**config.mk**
```make
export PLATFORM = sky130hd
export DESIGN_NAME = pf_access_gate
export DESIGN_NICKNAME = d
export VERILOG_FILES = /design/src/rtl/pfg_pkg.sv /design/src/rtl/pfg_access_decode.sv /design/src/rtl/pfg_recov_timer.sv /design/src/rtl/pfg_sequencer.sv /design/src/rtl/pf_access_gate.sv
export SDC_FILE = /design/constraint.sdc
export NUM_CORES = 1
export LEC_CHECK = 0
export BUFFER_PORTS_ARGS = -buffer_cell sky130_fd_sc_hd__buf_2
export CAP_MARGIN = 15
export CORE_UTILIZATION = 48
export CTS_BUF_LIST = sky130_fd_sc_hd__clkbuf_8 sky130_fd_sc_hd__clkbuf_16
export DETAILED_ROUTE_END_ITERATION = 8
export PLACE_DENSITY = 0.73
export SYNTH_ARGS = -nofsm -noshare
export SYNTH_HDL_FRONTEND = slang
export SYNTH_HIERARCHICAL = 1
export SYNTH_SLANG_ARGS = --single-unit
```
**constraint.sdc**
```tcl
create_clock -name clk -period 1.5 [get_ports clk]
set_clock_uncertainty 0.05 [all_clocks]
set_input_delay 0.3 -clock clk [delete_from_list [all_inputs] [get_ports clk]]
set_output_delay 0.3 -clock clk [all_outputs]
set_load 0.02 [all_outputs]
```
**src/rtl/pfg_pkg.sv**
```systemverilog
package pfg_pkg;
  typedef enum logic [1:0] {
    PF_NORMAL  = 2'd0,
    PF_PROTECT = 2'd1,
    PF_BATTERY = 2'd2,
    PF_RECOVER = 2'd3
  } pf_state_e;
endpackage

```
**src/rtl/pfg_access_decode.sv**
```systemverilog
// Combinational access decode; every strobe is qualified by allow.
module pfg_access_decode (
  input  logic ce1_n,
  input  logic ce2,
  input  logic oe_n,
  input  logic we_n,
  input  logic allow,
  output logic selected,
  output logic rd,
  output logic wr,
  output logic drv
);
  always_comb begin
    selected = !ce1_n && ce2;
    rd  = allow && selected && we_n;
    wr  = allow && selected && !we_n;
    drv = rd && !oe_n;
  end
endmodule

```
**src/rtl/pfg_recov_timer.sv**
```systemverilog
// Holds at zero while idle, counts while run is high, saturates at LIMIT-1.
module pfg_recov_timer #(
  parameter int LIMIT = 3200
) (
  input  logic clk,
  input  logic rst_n,
  input  logic run,
  output logic expired
);
  localparam int CW = (LIMIT > 1) ? $clog2(LIMIT) : 1;
  localparam logic [CW-1:0] LAST = CW'(LIMIT - 1);

  logic [CW-1:0] cnt;

  always_ff @(posedge clk or negedge rst_n) begin
    if (!rst_n)        cnt <= '0;
    else if (!run)     cnt <= '0;
    else if (!expired) cnt <= cnt + 1'b1;
  end

  assign expired = (cnt == LAST);
endmodule

```
**src/rtl/pfg_sequencer.sv**
```systemverilog
module pfg_sequencer
  import pfg_pkg::*;
(
  input  logic      clk,
  input  logic      rst_n,
  input  logic      below_deselect,
  input  logic      below_switch,
  input  logic      deselected,
  input  logic      expired,
  output pf_state_e state
);
  pf_state_e nxt;

  always_comb begin
    nxt = state;
    if (below_switch)        nxt = PF_BATTERY;
    else if (below_deselect) nxt = PF_PROTECT;
    else begin
      unique case (state)
        PF_PROTECT, PF_BATTERY: nxt = PF_RECOVER;
        PF_RECOVER: if (expired && deselected) nxt = PF_NORMAL;
        default:    nxt = state;
      endcase
    end
  end

  always_ff @(posedge clk or negedge rst_n) begin
    if (!rst_n) state <= PF_PROTECT;
    else        state <= nxt;
  end
endmodule

```
**src/rtl/pf_access_gate.sv**
```systemverilog
module pf_access_gate
  import pfg_pkg::*;
#(
  parameter int REF_KHZ  = 32,
  parameter int RECOV_MS = 100
) (
  input  logic       clk,
  input  logic       rst_n,
  input  logic       ce1_n,
  input  logic       ce2,
  input  logic       oe_n,
  input  logic       we_n,
  input  logic       below_deselect,
  input  logic       below_switch,
  output logic       core_rd,
  output logic       core_wr,
  output logic       drive_en,
  output logic       batt_sel,
  output logic [1:0] state_o
);
  localparam int LIMIT = REF_KHZ * RECOV_MS;

  pf_state_e state;
  logic      selected, expired, allow;

  assign allow = (state == PF_NORMAL) && !below_deselect;

  pfg_access_decode u_dec (
    .ce1_n(ce1_n), .ce2(ce2), .oe_n(oe_n), .we_n(we_n), .allow(allow),
    .selected(selected), .rd(core_rd), .wr(core_wr), .drv(drive_en)
  );

  pfg_recov_timer #(.LIMIT(LIMIT)) u_tmr (
    .clk(clk), .rst_n(rst_n), .run(state == PF_RECOVER), .expired(expired)
  );

  pfg_sequencer u_seq (
    .clk(clk), .rst_n(rst_n),
    .below_deselect(below_deselect), .below_switch(below_switch),
    .deselected(!selected), .expired(expired), .state(state)
  );

  assign batt_sel = (state == PF_BATTERY);
  assign state_o  = state;
endmodule

```
==> Word-level counts from Yosys, hierarchy flattened <==
Cells that the tools add are included.
{ "totals": {"ff_bits": 14, "input_bits": 8, "output_inout_bits": 6, "elab_cells": 31} }
{ "classes": {"n_addsub": 1, "eq_ne": 6, "n_mux": 6, "n_reduce_logical": 16} }
{ "op_table": {"columns": ["operator", "n"], "rows": [
  ["2-to-1 mux 12 bit", 2],
  ["adder 12 x 1 -> 12 bit, second input constant", 1],
  ["== test 12 bit, second input constant", 1],
  ["logical AND 1 bit", 7],
  ["2-to-1 mux 2 bit", 3],
  ["zero test 1 bit", 5],
  ["== test 2 bit, second input constant", 2],
  ["inequality test 4 x 3 -> 1 bit, second input constant", 1],
  ["case mux 2 bit (2 select lines)", 1],
  ["nonzero test 4 bit", 1],
  ["== test 2 x 1 -> 1 bit, second input constant", 1],
  ["zero test 2 bit", 1],
  ["inequality test 2 bit, second input constant", 1],
  ["AND reduction 2 bit", 1],
  ["OR reduction 2 bit", 1]
]} }

==> Longest topological paths before layout <==
Gate-level depths: netlist of run 1.
{ "depth": {"ltp_word": 8, "depth_mapped": 5, "depth_no_buf": 5} }

==> Cells and area by module <==
The synthesis of run 1 kept the hierarchy.
{ "by_module_without_submodules": {"columns": ["mod", "n_inst", "cells_each", "area_each_um2", "seq_area_each_um2"], "rows": [
  ["pfg_recov_timer", 1, 62, 641.9, 300.3],
  ["pfg_sequencer", 1, 9, 102.6, 51.3],
  ["pfg_access_decode", 1, 4, 41.3, 0.0],
  ["pf_access_gate", 1, 4, 25.0, 0.0]
]} }

==> Worst setup path before layout of run 1 <==
OpenSTA, ideal clock, no wires.
{ "synth_path": {"path_kind": "register to register", "startpoint": "register u_tmr.cnt[0]", "endpoint": "register u_seq.state[1]", "setup_ns": 0.124, "arrival_ns": 1.438, "required_ns": 1.326, "path_slack_ns": -0.112, "stages_incl_launch_ff": 6, "path_buffers": 0, "period_less_slack_ns": 1.612, "path_cell_list": "dfrtp_1 ha_1 nand2_1 nor4_4 and4_1 o31ai_1"} }
{ "synth_via": {"elab_chain_cells": 4} }
{ "synth_rtl": {"columns": ["element", "line", "rtl"], "rows": [
  ["start, declared", "pfg_recov_timer.sv:13", "logic [CW-1:0] cnt;"],
  ["start signal, assigned", "pfg_recov_timer.sv:18", "else if (!expired) cnt <= cnt + 1'b1;"],
  ["== test 12 bit", "pfg_recov_timer.sv:21", "assign expired = (cnt == LAST);"],
  ["named net expired", "pf_access_gate.sv:24", "logic selected, expired, allow;"],
  ["logical AND 1 bit", "pfg_sequencer.sv:21", "PF_RECOVER: if (expired && deselected) nxt = PF_NORMAL;"],
  ["inequality test 4 x 3 -> 1 bit (no source line)", null, null],
  ["AND reduction 2 bit (no source line)", null, null],
  ["end signal, assigned", "pfg_sequencer.sv:29", "else state <= nxt;"],
  ["end, declared", "pfg_sequencer.sv:10", "output pf_state_e state"]
]} }
The timed path passes the listed nets, and every way through them passes these cells.
A chain may end at the register's enable or synchronous reset.

==> Worst setup path in the final report of run 1 <==
{ "layout_path": {"startpoint": "register u_seq.state[0]", "endpoint": "output port core_wr"} }
{ "layout_via": {"elab_chain_cells": 4} }
{ "layout_rtl": {"columns": ["element", "line", "rtl"], "rows": [
  ["zero test 2 bit", "pf_access_gate.sv:26", "assign allow = (state == PF_NORMAL) && !below_deselect;"],
  ["logical AND 1 bit", "pf_access_gate.sv:26", null],
  ["named net allow", "pf_access_gate.sv:24", null],
  ["logical AND 1 bit (2 in a row)", "pfg_access_decode.sv:16", "wr = allow && selected && !we_n;"],
  ["end, declared", "pf_access_gate.sv:16", "output logic core_wr,"]
]} }
The timed path passes the listed nets, and every way through them passes these cells.

==> results of run 1 <==
-- through the flow --
step                      setup TNS, ps  utilization  worst slack, ps
after floorplan                   -6.04            -            -6.04
final                              -387        0.779            -74.6
after global placement                0        0.670             8.76
after CTS                          -337        0.747            -75.9
after global routing               -950        0.779             -145
after detailed placement          -63.5        0.670            -38.6
-- worst min-delay path by stage --
stage | from | endpoint | slack (ps) | cells past startpoint
3_3_place_gp | rst_n | u_tmr/cnt[4] | 160 | 1
6_report | below_switch | u_seq/state[0] | 140 | 2
5_1_grt | below_switch | u_seq/state[0] | 140 | 2
2_1_floorplan | rst_n | u_seq/state[1] | -50 | 0
4_1_cts | below_switch | u_seq/state[0] | 140 | 2
3_5_place_dp | rst_n | u_tmr/cnt[4] | 160 | 1
-- power by group through the flow --
stage / registers (mW) / clock network [mW] / logic [mW]
floorplan: 0.409 / 0 / 0.0358
global placement: 0.403 / 0 / 0.0793
detailed placement: 0.404 / 0 / 0.0818
CTS: 0.398 / 0.369 / 0.0908
global route: 0.399 / 0.387 / 0.115
finish: 0.398 / 0.366 / 0.105
-- cells in the mapped netlist --
cell type  number  area share
xor2_1          3       0.032
or3_2           1      0.0093
nor4_4          1       0.026
and4b_1         2       0.025
and2_1          5       0.039
clkbuf_1        1      0.0046
nor2b_4         1       0.017
and3_2          1      0.0093
mux2i_1         1       0.012
a21boi_0        3       0.028
nor3_1          6       0.037
o21a_1          1      0.0093
inv_1           4       0.019
nor2b_1         1      0.0077
a211oi_2        1       0.015
or4_1           1      0.0093
nand4_4         1       0.026
nor4_1          1      0.0077
xnor2_1         3       0.032
o21ai_0         4       0.025
nand2_1         3       0.014
o31ai_1         2       0.019
or3_1           1      0.0077
and3b_2         1       0.012
and2b_2         1       0.011
nand4bb_1       1       0.014
and2_2          1      0.0093
nand3_1         4       0.025
nor2_1          5       0.023
dfrtp_1        13        0.40
nor3b_1         1      0.0093
ha_1            1       0.015
dfstp_2         1       0.032
a21oi_1         1      0.0062
and4_1          1       0.011
-- flip-flops by register name (all words and copies together) (netlist names) --
name,cells
u_tmr/cnt,12
u_seq/state,2
-- layout make-up --
cell class | count | share of cell area
Timing Repair Buffer | 33 | 0.207
Tap cell | 16 | 0.0167
Sequential cell | 14 | 0.293
Clock buffer | 4 | 0.0458
Multi-Input combinational cell | 60 | 0.425
Inverter | 4 | 0.0125
-- per-layer routing --
layer	wire, um	GRT usage
met5	0	0
met4	0	0.0727
met3	59	0.0255
met2	1010	0.373
met1	787	0.264
-- kinds of logic (layout without fill, tap and decap cells) --
family | count (synthesis) | after routing | synth area share
xor gates and xnor gates | 6 | 6 | 0.0648
DFF | 14 | 14 | 0.434
and+or+nand+nor | 40 | 40 | 0.349
adders and majority gates | 1 | 1 | 0.0154
buffers and inverters | 5 | 41 | 0.0231
AOI/OAI and AO/OA | 12 | 12 | 0.102
muxes | 1 | 1 | 0.0123
-- what timing repair did --
item                                    CTS  global route
hold buffers                              1             0
resized for setup                        12             6
endpoints found under the hold margin    13             0
pin swaps                                 4             6
gates cloned                              0             0
endpoints found under the setup margin    9            12
setup buffers                             2             3
==> results.json, run 1 <==
{
  "status": "complete, but fails checks",
  "failed_checks": "negative setup slack",
  "worstPathArrival_ps": 1220,
  "synth_area_um2": 811,
  "hold_violations": 0,
  "synth_warnings": 6,
  "cellPowerDensity_nw_per_um2": 724,
  "avgSynthCellArea_um2": 10.3,
  "cp-start-kind": "register",
  "min_period_over_period": 1.05,
  "drive_above_1_share": 0.461,
  "seqPwrFrac": 0.458,
  "path_delay_family": "flip-flops",
  "io_buffer_count": 13,
  "grt_overflow": 0,
  "multi_input_area_um2": 510,
  "syn_nets": 88,
  "max-vdd-ir-drop_mv": 0.630,
  "clkLatencyLatePin_ps": 240,
  "clockBufferDepth": 2,
  "synth_seq_cells": 14,
  "wl_per_cell_um": 14.2,
  "drtAntennaViolNets": 0,
  "rsz0062_at_grt": "true",
  "synth.distinct_cells": 35,
  "crit_chain": "nor3_4, and3b_2, buf_6",
  "synthCells": 79,
  "cp-endpoint": "core_wr",
  "antenna_found_initial": 0,
  "reg2regPathDepth": 6,
  "power_mw": 0.869,
  "yosysSeqAreaShare": 0.434,
  "cap_viol_max_count": 0,
  "grt_pass1_wl_um": 3010,
  "viasPerCell": 5.53,
  "critPathKind": "register to primary output",
  "seq_area_um2": 352,
  "final.setup.worst_slack_ps": -74.6,
  "p_switching_mw": 0.196,
  "dp_hpwl_um": 1200,
  "drc": 0,
  "max_slew_margin": 0.774,
  "power.internal_mw": 0.673,
  "cp-end-kind": "primary output",
  "comb_power_share": 0.120,
  "tightest_slew_ps": 337,
  "p_clk_frac": 0.421,
  "regToRegSetupSlack_ps": -50,
  "clk_pin_slew_ps": 60,
  "p_sw_frac": 0.225,
  "finalSetupViolCount": 9,
  "cts_tree": "yes",
  "dp_cells": 121,
  "io_pins": 14,
  "worstPathMaxFanout": 5,
  "required_ps": 1150,
  "min_period_ps": 1570,
  "final_nets": 125,
  "antenna_cells": 0,
  "clock-sinks": 14,
  "grt_pass1_vias": 704,
  "coreArea_um2": 1540,
  "final_cell_mix": "buf_4 (19), dfrtp_1 (13), buf_2 (8)",
  "path_depth": 3,
  "design_area_um2": 1200,
  "drtIter0Drc": 10,
  "vias": 725,
  "critPathBufInv": 1,
  "reg2reg_to": "u_tmr/cnt[1]",
  "drt_first_pass_iters": 4,
  "final_common_cell": "buf_4",
  "grt_max_degree": 15,
  "r2r_start": "u_tmr/cnt[0]",
  "cts-root-buf": "clkbuf_8",
  "p_leak_nw": 0.558,
  "track_usage": 0.212,
  "cts_made_buffers": 3,
  "crit_start": "u_seq/state[0]",
  "cts-htree-levels": 1,
  "routabilityCongestion": 0.743,
  "die_w_um": 43.1,
  "max_freq_mhz": 635,
  "fin_hold_ws_ps": 143,
  "finalMaxSlewViolations": 0,
  "num-fill-cells": 100,
  "routed_wirelength_um": 1860,
  "dieArea_um2": 1860,
  "area_growth_pct": 48.1,
  "fin_cells": 131,
  "post_dp_cell_area_um2": 1030,
  "dieHeight_um": 43.1,
  "hp-class": "primary input to register",
  "slowest_delay_ps": 590,
  "std_cell_rows": 14,
  "cp_slowest_cell": "dfstp_2",
  "start_util": 0.526
}
No activity file was read; power rests on OpenSTA's default activity.
==> inputs of run 2 (changes only) <==
Settings changed: CORE_UTILIZATION 48 to 51, CTS_BUF_LIST sky130_fd_sc_hd__clkbuf_8 sky130_fd_sc_hd__clkbuf_16 to sky130_fd_sc_hd__clkbuf_4 sky130_fd_sc_hd__clkbuf_8, PLACE_DENSITY 0.73 to 0.77.
==> results.json, run 2 (synthesized netlist as in run 1, its figures left out) <==
{
  "status": "complete, but fails checks",
  "failed_checks": "negative setup slack",
  "seqPwrFrac": 0.521,
  "grt_pass1_wl_um": 3360,
  "cap_viol_max_count": 0,
  "io_pins": 14,
  "cp_slowest_cell": "dfstp_2",
  "routed_wirelength_um": 2130,
  "std_cell_rows": 14,
  "worstPathArrival_ps": 1270,
  "final_common_cell": "buf_4",
  "clkLatencyLatePin_ps": 290,
  "hp-class": "primary input to register",
  "p_leak_nw": 0.550,
  "grt_max_degree": 15,
  "cp-end-kind": "primary output",
  "slowest_delay_ps": 600,
  "crit_chain": "nor3_4, and3_2, buf_6",
  "hold_violations": 0,
  "fin_hold_ws_ps": 90.6,
  "p_sw_frac": 0.260,
  "drtAntennaViolNets": 0,
  "drive_above_1_share": 0.491,
  "required_ps": 1150,
  "dieHeight_um": 41.9,
  "hold-path-cell-count": 2,
  "coreArea_um2": 1490,
  "utilization": 0.799,
  "post_dp_cell_area_um2": 1030,
  "drtIter0Drc": 11,
  "antenna_cells": 0,
  "final.setup.worst_slack_ps": -123,
  "preCtsSetupSlack_ps": -2.66,
  "viasPerCell": 5.85,
  "grt_pass1_vias": 786,
  "cts-root-buf": "clkbuf_4",
  "finalSetupViolCount": 7,
  "final_nets": 124,
  "vias": 761,
  "cts_tree": "yes",
  "power.internal_mw": 0.564,
  "clock-sinks": 14,
  "final_cell_mix": "buf_4 (17), dfrtp_1 (13), buf_2 (8)",
  "cts-htree-levels": 1,
  "critPathKind": "register to primary output",
  "cp-start-kind": "register",
  "drt_first_pass_iters": 4,
  "p_clk_frac": 0.336,
  "tightest_slew_ps": 316,
  "io_buffer_count": 13,
  "finalMaxSlewViolations": 0,
  "rsz0062_at_grt": "true",
  "p_switching_mw": 0.198,
  "drc": 0,
  "min_period_over_period": 1.08,
  "start_util": 0.545,
  "track_usage": 0.259,
  "die_w_um": 41.9,
  "max-vdd-ir-drop_mv": 0.452,
  "clockBufferDepth": 2,
  "comb_power_share": 0.142,
  "max_slew_margin": 0.788,
  "area_growth_pct": 46.8,
  "antenna_found_initial": 0,
  "max_freq_mhz": 616,
  "largest_reg_flops": 12,
  "min_period_ps": 1620,
  "wl_per_cell_um": 16.4,
  "cellPowerDensity_nw_per_um2": 640,
  "reg2regPathDepth": 5,
  "timing.setup.tns_ps": -654,
  "worstPathMaxFanout": 4,
  "grt_overflow": 0,
  "largestRegisters": "u_tmr/cnt (12), u_seq/state (2)",
  "dieArea_um2": 1750,
  "routabilityCongestion": 0.767,
  "dp_hpwl_um": 1320,
  "design_area_um2": 1190,
  "cts_made_buffers": 3,
  "top_register": "u_tmr/cnt",
  "clk_pin_slew_ps": 90
}
[run 2: routing by layer]
layer  GRT usage  vias to the layer above  wire, um
met5           0                        -         0
met2       0.469                       33      1070
met4       0.110                        0        42
met1       0.280                      369       911
met3      0.0696                        6       105
li1            -                      353         -
[run 2: critical path, delay by kind of cell (launching register included)]
family                 cells  cell delay (ps)
and+or+nand+nor            2              250
DFF                        1              600
buffers and inverters      1              130
[run 2: timing repair]
item | in CTS | in global routing
hold buffers | 1 | 0
endpoints found under the hold margin | 13 | 0
setup endpoints to repair | 7 | 13
pin swaps | 6 | 3
resized for setup | 14 | 11
setup buffers | 4 | 0
[run 2: cell type report]
class,instances,area [um2]
multi-input combinational,60,528
sequential,14,352
fill,89,299
timing repair buffer,32,245
clock buffer,4,30.0
tap,16,20.0
inverter,4,15.0
[run 2: path summary, 6_finish.rpt]
path,startpoint,end,slack [ps]
min in group asynchronous,rst_n,u_tmr/cnt[5],370
max,u_seq/state[0],core_rd,-120
min,below_switch,u_seq/state[0],90
min reg2reg,u_tmr/cnt[11],u_tmr/cnt[11],620
max in group asynchronous,rst_n,u_seq/state[0],740
max reg2reg,u_tmr/cnt[6],u_seq/state[1],-80
[run 2: power by group through the flow]
| stage | registers [mW] | clock network [mW] | logic (mW) |
|---|---|---|---|
| floorplan | 0.409 | 0 | 0.0358 |
| global placement | 0.403 | 0 | 0.0805 |
| detailed placement | 0.403 | 0 | 0.0845 |
| CTS | 0.396 | 0.257 | 0.0994 |
| global route | 0.398 | 0.273 | 0.118 |
| finish | 0.397 | 0.256 | 0.108 |
[run 2: through the flow]
stage | std cells | total power, mW
CTS | 130 | 0.753
floorplan | 79 | 0.445
finish | 130 | 0.762
detailed placement | 121 | 0.487
global route | 130 | 0.789
global placement | 121 | 0.483
